### src/rtl/wdog2_pkg.sv
`timescale 1ns/1ps
package wdog2_pkg;

  localparam int NREG      = 7;
  localparam int IX_LOAD   = 0;
  localparam int IX_COUNT  = 1;
  localparam int IX_CTRL   = 2;
  localparam int IX_ACK    = 3;
  localparam int IX_RAW    = 4;
  localparam int IX_MASKED = 5;
  localparam int IX_KEY    = 6;

  localparam logic [31:0] UNLOCK_KEY = 32'h1ACC_E551;

  typedef struct packed {
    logic rst_en;
    logic run;
  } ctrl_t;

  function automatic logic [11:0] reg_offset(input int idx);
    case (idx)
      IX_LOAD:   reg_offset = 12'h000;
      IX_COUNT:  reg_offset = 12'h004;
      IX_CTRL:   reg_offset = 12'h008;
      IX_ACK:    reg_offset = 12'h00C;
      IX_RAW:    reg_offset = 12'h010;
      IX_MASKED: reg_offset = 12'h014;
      default:   reg_offset = 12'hC00;
    endcase
  endfunction

endpackage

### src/rtl/wdog2_decode.sv
`timescale 1ns/1ps
module wdog2_decode
  import wdog2_pkg::*;
#(
  parameter int AW = 12
) (
  input  logic            psel,
  input  logic            penable,
  input  logic            pwrite,
  input  logic [AW-1:0]   paddr,
  output logic [NREG-1:0] hit,
  output logic            wr_cycle,
  output logic            rd_setup
);

  for (genvar i = 0; i < NREG; i++) begin : g_match
    localparam logic [AW-1:0] OFS = AW'(reg_offset(i));
    assign hit[i] = (paddr == OFS);
  end

  assign wr_cycle = psel & penable & pwrite;
  assign rd_setup = psel & ~penable & ~pwrite;

endmodule

### src/rtl/wdog2_keylock.sv
`timescale 1ns/1ps
module wdog2_keylock
  import wdog2_pkg::*;
#(
  parameter int DW = 32
) (
  input  logic          clk,
  input  logic          rst,
  input  logic          key_wr,
  input  logic [DW-1:0] wdata,
  output logic          locked
);

  localparam logic [DW-1:0] KEY = DW'(UNLOCK_KEY);

  always_ff @(posedge clk) begin
    if (rst) begin
      locked <= 1'b0;
    end else if (key_wr) begin
      locked <= (wdata != KEY);
    end
  end

endmodule

### src/rtl/wdog2_core.sv
`timescale 1ns/1ps
module wdog2_core
  import wdog2_pkg::*;
#(
  parameter int DW = 32
) (
  input  logic          clk,
  input  logic          rst,
  input  logic          wr_load,
  input  logic          wr_ctrl,
  input  logic          wr_ack,
  input  logic [DW-1:0] wdata,
  output logic [DW-1:0] load_q,
  output ctrl_t         ctrl_q,
  output logic [DW-1:0] cnt_q,
  output logic          raw_q,
  output logic          trip_q
);

  localparam logic [DW-1:0] ALL_ONES = '1;
  localparam logic [DW-1:0] ONE      = DW'(1);

  logic at_zero;
  logic expire;

  assign at_zero = (cnt_q == '0);
  assign expire  = ctrl_q.run & at_zero & ~wr_load & ~wr_ack;

  always_ff @(posedge clk) begin
    if (rst) begin
      load_q <= ALL_ONES;
      ctrl_q <= '0;
    end else begin
      if (wr_load) load_q <= wdata;
      if (wr_ctrl) ctrl_q <= ctrl_t'(wdata[1:0]);
    end
  end

  always_ff @(posedge clk) begin
    if (rst) begin
      cnt_q <= ALL_ONES;
    end else if (wr_load) begin
      cnt_q <= wdata;
    end else if (wr_ack) begin
      cnt_q <= load_q;
    end else if (ctrl_q.run) begin
      cnt_q <= at_zero ? load_q : (cnt_q - ONE);
    end
  end

  always_ff @(posedge clk) begin
    if (rst) begin
      raw_q  <= 1'b0;
      trip_q <= 1'b0;
    end else begin
      if (wr_ack)      raw_q <= 1'b0;
      else if (expire) raw_q <= 1'b1;
      if (expire && raw_q && ctrl_q.rst_en) trip_q <= 1'b1;
    end
  end

endmodule

### src/rtl/wdog2_top.sv
`timescale 1ns/1ps
module wdog2_top
  import wdog2_pkg::*;
#(
  parameter int AW = 12,
  parameter int DW = 32
) (
  input  logic          clk,
  input  logic          rst,
  input  logic          psel,
  input  logic          penable,
  input  logic          pwrite,
  input  logic [AW-1:0] paddr,
  input  logic [DW-1:0] pwdata,
  output logic [DW-1:0] prdata,
  output logic          irq_o,
  output logic          wdog_rst_o
);

  logic [NREG-1:0] hit;
  logic            wr_cycle;
  logic            rd_setup;
  logic            locked;
  logic            wr_en;
  logic            wr_load;
  logic            wr_ctrl;
  logic            wr_ack;
  logic            wr_key;
  logic [DW-1:0]   load_q;
  ctrl_t           ctrl_q;
  logic [DW-1:0]   cnt_q;
  logic            raw_q;
  logic            trip_q;
  logic [DW-1:0]   rvals [NREG];
  logic [DW-1:0]   rd_mux;

  wdog2_decode #(.AW(AW)) u_decode (
    .psel     (psel),
    .penable  (penable),
    .pwrite   (pwrite),
    .paddr    (paddr),
    .hit      (hit),
    .wr_cycle (wr_cycle),
    .rd_setup (rd_setup)
  );

  assign wr_en   = wr_cycle & ~locked;
  assign wr_load = wr_en & hit[IX_LOAD];
  assign wr_ctrl = wr_en & hit[IX_CTRL];
  assign wr_ack  = wr_en & hit[IX_ACK];
  assign wr_key  = wr_cycle & hit[IX_KEY];

  wdog2_keylock #(.DW(DW)) u_keylock (
    .clk    (clk),
    .rst    (rst),
    .key_wr (wr_key),
    .wdata  (pwdata),
    .locked (locked)
  );

  wdog2_core #(.DW(DW)) u_core (
    .clk     (clk),
    .rst     (rst),
    .wr_load (wr_load),
    .wr_ctrl (wr_ctrl),
    .wr_ack  (wr_ack),
    .wdata   (pwdata),
    .load_q  (load_q),
    .ctrl_q  (ctrl_q),
    .cnt_q   (cnt_q),
    .raw_q   (raw_q),
    .trip_q  (trip_q)
  );

  assign rvals[IX_LOAD]   = load_q;
  assign rvals[IX_COUNT]  = cnt_q;
  assign rvals[IX_CTRL]   = DW'(ctrl_q);
  assign rvals[IX_ACK]    = '0;
  assign rvals[IX_RAW]    = DW'(raw_q);
  assign rvals[IX_MASKED] = DW'(raw_q & ctrl_q.run);
  assign rvals[IX_KEY]    = DW'(locked);

  always_comb begin
    rd_mux = '0;
    for (int i = 0; i < NREG; i++) begin
      if (hit[i]) rd_mux = rd_mux | rvals[i];
    end
  end

  always_ff @(posedge clk) begin
    if (rst) begin
      prdata <= '0;
    end else if (rd_setup) begin
      prdata <= rd_mux;
    end
  end

  assign irq_o      = raw_q & ctrl_q.run;
  assign wdog_rst_o = trip_q;

endmodule

### config.mk
export PLATFORM = sky130hd
export DESIGN_NAME = wdog2_top
export DESIGN_NICKNAME = d
export VERILOG_FILES = /design/src/rtl/wdog2_pkg.sv /design/src/rtl/wdog2_decode.sv /design/src/rtl/wdog2_keylock.sv /design/src/rtl/wdog2_core.sv /design/src/rtl/wdog2_top.sv
export SDC_FILE = /design/constraint.sdc
export NUM_CORES = 1
export LEC_CHECK = 0
export CAP_MARGIN = 15
export CORE_MARGIN = 4
export CORE_UTILIZATION = 38
export DETAILED_ROUTE_END_ITERATION = 8
export DONT_BUFFER_PORTS = 1
export HOLD_SLACK_MARGIN = 0.02
export PLACE_DENSITY = 0.54
export SYNTH_ARGS = -nofsm -noshare
export SYNTH_HDL_FRONTEND = slang
export SYNTH_SLANG_ARGS = --single-unit
### constraint.sdc
create_clock -name clk -period 3.5 [get_ports clk]
set_clock_uncertainty 0.05 [all_clocks]
set_input_delay 0.7 -clock clk [delete_from_list [all_inputs] [get_ports clk]]
set_output_delay 0.7 -clock clk [all_outputs]
set_load 0.1 [all_outputs]
## Word level (Yosys, flattened, before mapping)

Cells that the tools add are included.

- $mul: 0
- Div/mod/pow operators: 0
- Multiplexer cells: 10
- Reductions and logical operators: 6
- Equality and inequality tests: 7
- Bitwise logic cells: 24
- Add/sub/neg operators: 1
- $lt $le $gt $ge: 0
- Shifts and indexed selects: 0

Operator list:

| operator | count |
|---|---|
| 32-bit two-way mux | 10 |
| 32-bit by 1-bit bitwise OR with 32-bit output | 3 |
| 32-bit zero test | 1 |
| 32-bit by 29-bit inequality test with 1-bit output, second input constant | 1 |
| 32-bit by 2-bit bitwise OR with 32-bit output | 1 |
| 32-bit bitwise OR | 1 |
| 32-bit by 1-bit subtractor with 32-bit output, second input constant | 1 |
| 12-bit by 4-bit == test with 1-bit output, second input constant | 2 |
| 12-bit by 5-bit == test with 1-bit output, second input constant | 2 |
| 1-bit AND | 14 |
| 12-bit == test, second input constant | 1 |
| 12-bit by 3-bit == test with 1-bit output, second input constant | 1 |
| 12-bit zero test | 1 |
| 1-bit NOT | 5 |
| 3-bit nonzero test | 1 |
| 1-bit logical AND | 2 |
| 2-bit OR reduction | 1 |

- Bits in latches: 0
- Memories kept: 0
- Output and inout port bits: 34
- Word-level logic and storage cells: 56
- Memory bits (read-only): 0
- Memory bits (writable): 0
- Bits in registers: 101

## Logic depth before layout (Yosys ltp)

- Word-level depth: 12
- Mapped depth: 9
- Gate-level depth less buffers: 8

## By module

A second synthesis with hierarchy kept.

- Cells, all modules: 640
- Area, all modules: 5,464.0 sq um

Modules (own cells, without submodules):

| module | cells an instance | area each (sq um) | sequential area each (sq um) | instances |
|---|---|---|---|---|
| wdog2_core | 453 | 3,612.2 | 1,361.3 | 1 |
| wdog2_top | 154 | 1,526.5 | 640.6 | 1 |
| wdog2_decode | 18 | 183.9 | 0.0 | 1 |
| wdog2_keylock | 15 | 141.4 | 20.0 | 1 |

## Least setup slack after synthesis

OpenSTA, ideal clock, no wires.

- Path kind: input -> register
- Start: input port paddr[5]
- End: register u_core.cnt_q[20]
- Buffers on the path: 1
- Path slack: 624 ps
- Setup time: 124 ps
- Cell stages on the path: 6
- Data arrival time: 2,702 ps
- Cells stage by stage: or4_1 clkbuf_1 nor4_2 mux2i_1 nor3_1 a2111o_1

- Longest elaborated chain between the ends: 4

RTL lines:

| element | RTL line | RTL |
|---|---|---|
| start, declared | wdog2_top.sv:13 | `input logic [AW-1:0] paddr,` |
| 12-bit by 4-bit == test with 1-bit output | wdog2_decode.sv:18 | `assign hit[i] = (paddr == OFS);` |
| 1-bit AND | wdog2_top.sv:50 | `assign wr_ack = wr_en & hit[IX_ACK];` |
| 32-bit two-way mux | wdog2_core.sv:44 | `end else if (wr_ack) begin` |
| 32-bit two-way mux | wdog2_core.sv:42 | `end else if (wr_load) begin` |
| end signal, assigned | wdog2_core.sv:43 | `cnt_q <= wdata;` |
| end signal, assigned | wdog2_core.sv:45 | `cnt_q <= load_q;` |
| end signal, assigned | wdog2_core.sv:47 | `cnt_q <= at_zero ? load_q : (cnt_q - ONE);` |
| end, declared | wdog2_core.sv:15 | `output logic [DW-1:0] cnt_q,` |

Several ways; a longest one is shown, not always the timed one.
A chain may end at the register's enable or synchronous reset.

## Final worst setup path

- Start: register u_core.cnt_q[0]
- End: register u_core.cnt_q[20]

- Longest elaborated chain between the ends: 5

RTL lines:

| element | RTL line | RTL |
|---|---|---|
| 32-bit by 1-bit subtractor with 32-bit output or 32-bit zero test (tied branches) | wdog2_core.sv:47, wdog2_core.sv:26 |  |
| 32-bit two-way mux * | wdog2_core.sv:47 |  |
| 32-bit two-way mux * | wdog2_core.sv:46 | `end else if (ctrl_q.run) begin` |
| 32-bit two-way mux * | wdog2_core.sv:44 |  |
| 32-bit two-way mux * | wdog2_core.sv:42 |  |

Mark *: on every way between the ends. The rest lies on a longest branch, timed or not. The select of a mux whose other input is x is not followed.

==> qor.txt <==
status -> finished clean
EDFF count, synth -> 0
residual DRC count -> 0
initial antenna violation count -> 0
GRT Overall Usage -> 0.226
fraction of layout cells with a size suffix above 1 -> 0.0910
largest area contributor in the netlist -> dfxtp_1
post-synth net total -> 722
postcts setup bufs -> 0
height of the die -> 127 um
asr flop ratio synth -> 0
CP Data Required Time -> 3.75 ns
unrepaired setup endpoints after global routing -> false
Synth Cell Area -> 0.00534 sq mm
Antenna Cells -> 0
Routed WL -> 18200 um
clk sinks -> 101
CTS Hold Bufs -> 0
Layout Nets -> 705
row count -> 43
critical-path maximum fanout -> 7
total power -> 0.00236 W
TritonRoute pass-1 iters -> 5
clock latency on the worst-skew pair -> 0.36 ns
synth top area cells -> dfxtp_1 38%, nand2_1 5.6%, a211oi_1 5.1%
vias in the first global route -> 5062
Leak -> 1.90 nW
placer congestion estimate -> 0.909
Num CTS Buffers -> 9
Unique masters post-synth -> 64
register area share after synthesis -> 0.379
Startpoint Class -> register
total congestion overflow -> 0
CTS root buf -> clkbuf_16
post-route ant nets -> 0
Initial Utilization -> 0.386
Layout area overhead -> 9.67%
commonest register cell after synthesis -> dfxtp_1
IO Pins -> 83
Maximum Capacitance Violations -> 0
Port Buffer Count -> 0
Vias -> 5209
commonest cells after routing, fill and taps aside -> 101 x dfxtp_1, 79 x nand2_1, 72 x nor2_1
critical path endpoint category -> register
Fillers -> 1403
most common cell after layout, fill and taps aside -> dfxtp_1
HP Class -> input port to register
CP Class -> register to register
CTS resizes -> 0
final setup fails -> 0
Relative slew margins -> 0.335
Synth warnings -> 0
Clock transition at path regs -> 0.07 ns
post-synth top area share -> 0.379
largest net degree at the start of global routing -> 94
worst slew pin tran -> 0.998 ns
worst ir drop on vdd -> 363 uV
Seq cells post-synth -> 101
R2R depth -> 8
WP data arrival -> 3.12 ns
synthesized netlist cell count -> 671
Peak Freq -> 0.348 GHz
HPWL Detailed -> 12700 um
Final Max Slew Viols -> 0
Final Hold Vio Count -> 0
Avg WL per Cell -> 21.7 um
Die Width -> 127 um
Fin Setup TNS -> 0 ns
Power Dens Cells -> 402 mW/mm^2
synthesized area per cell -> 7.96 sq um
hold path depth -> 1
minimum clock period -> 2.88 ns
Via density -> 6.21
final period utilization -> 0.822
core footprint -> 0.0138 sq mm
DR iter-0 viols -> 366
CTS tree -> done
Clock Path Buffers -> 2
H-tree levels -> 3
die area -> 0.0160 sq mm
first-pass GRT wire length -> 28600 um
final core utilization -> 0.424
## synthesized netlist by cell type (all sizes together), types with 2 or more instances
cell type and instances:
a221oi 8, o21ai 16, clkbuf 42, mux2i 8, dfxtp 101, nand2b 4, buf 9, and2 6
a211o 8, or2 7, or4 9, nand3b 6, nor4 26, nor4bb 2, a211oi 36, and3 3
xor2 9, a21oi 47, inv 5, ha 2, nand2 79, a22oi 33, nor3b 2, a31oi 13
o31ai 4, nor3 25, o221ai 7, o32a 3, xnor2 6, nand4b 2, o21a 2, nor2b 3
nor2 72, nand4 9, nand3 20, and4 3, a32oi 2, o211ai 7, or3 10
## sequential cells by signal, summed over array words and instances, names as in the netlist
name	count
u_core.load_q	32
u_core.raw_q	1
u_core.cnt_q	32
u_keylock.locked	1
prdata	32
u_core.ctrl_q	2
u_core.trip_q	1
## layout make-up
type	count	area (sq um)	share of cell area
flip-flops and latches	101	2020	0.345
clock buffers	13	270	0.0461
multi-input cells	514	3120	0.532
clock inverters	3	18.8	0.00320
well taps	180	225	0.0384
inverters	5	18.8	0.00320
repair buffers	23	185	0.0316
## where the power goes
group           total, W  switching, W  leakage [nW]  internal [W]
registers        0.00130      0.000137         0.820       0.00117
logic          0.0000648     0.0000351         0.931     0.0000297
clock network   0.000987      0.000447         0.146      0.000540
## path summary, 6_finish.rpt
| kind | from | to | slack [ns] |
|---|---|---|---|
| hold / removal | rst | prdata[21] | 0.36 |
| setup reg to reg | u_core.cnt_q[0] | u_core.cnt_q[20] | 0.62 |
| hold reg to reg | u_core.load_q[15] | u_core.load_q[15] | 0.40 |
| setup / recovery | u_core.cnt_q[0] | u_core.cnt_q[20] | 0.62 |
## critical path: stages (launching register included)
cell      delay (ns)
dfxtp_1         0.37
inv_1           0.12
ha_1            0.26
or4b_2          0.72
nor3_1          0.29
nand2_1         0.15
or3b_2          0.46
a211oi_1        0.25
a2111o_1        0.16
## metal layers
| metal | vias to the layer above | track usage | wire length, um |
|---|---|---|---|
| met5 | - | 0 | 0 |
| met4 | 0 | 0.0826 | 487 |
| met3 | 37 | 0.0644 | 1420 |
| met2 | 199 | 0.351 | 8130 |
| met1 | 2479 | 0.299 | 8140 |
| li1 | 2494 | - | - |
## per-stage QoR
step                      setup slack (ns)  area, sq um  hold WS (ns)  cells
after floorplan                      0.624         5340         0.381    671
after global placement               0.433         5570         0.394    823
after detailed placement             0.414         5570         0.398    823
after CTS                            0.660         5860         0.346    839
after global routing                 0.452         5860         0.344    839
final                                0.623         5860         0.362    839
## cell families after synthesis
group,after synthesis,synth area share
simple gates,293,0.280
compound gates,195,0.253
flops,101,0.379
buf+inv,56,0.0422
xor+xnor,15,0.0246
mux,9,0.0171
fa+ha+maj,2,0.00468
No activity file was read; power rests on OpenSTA's default activity.
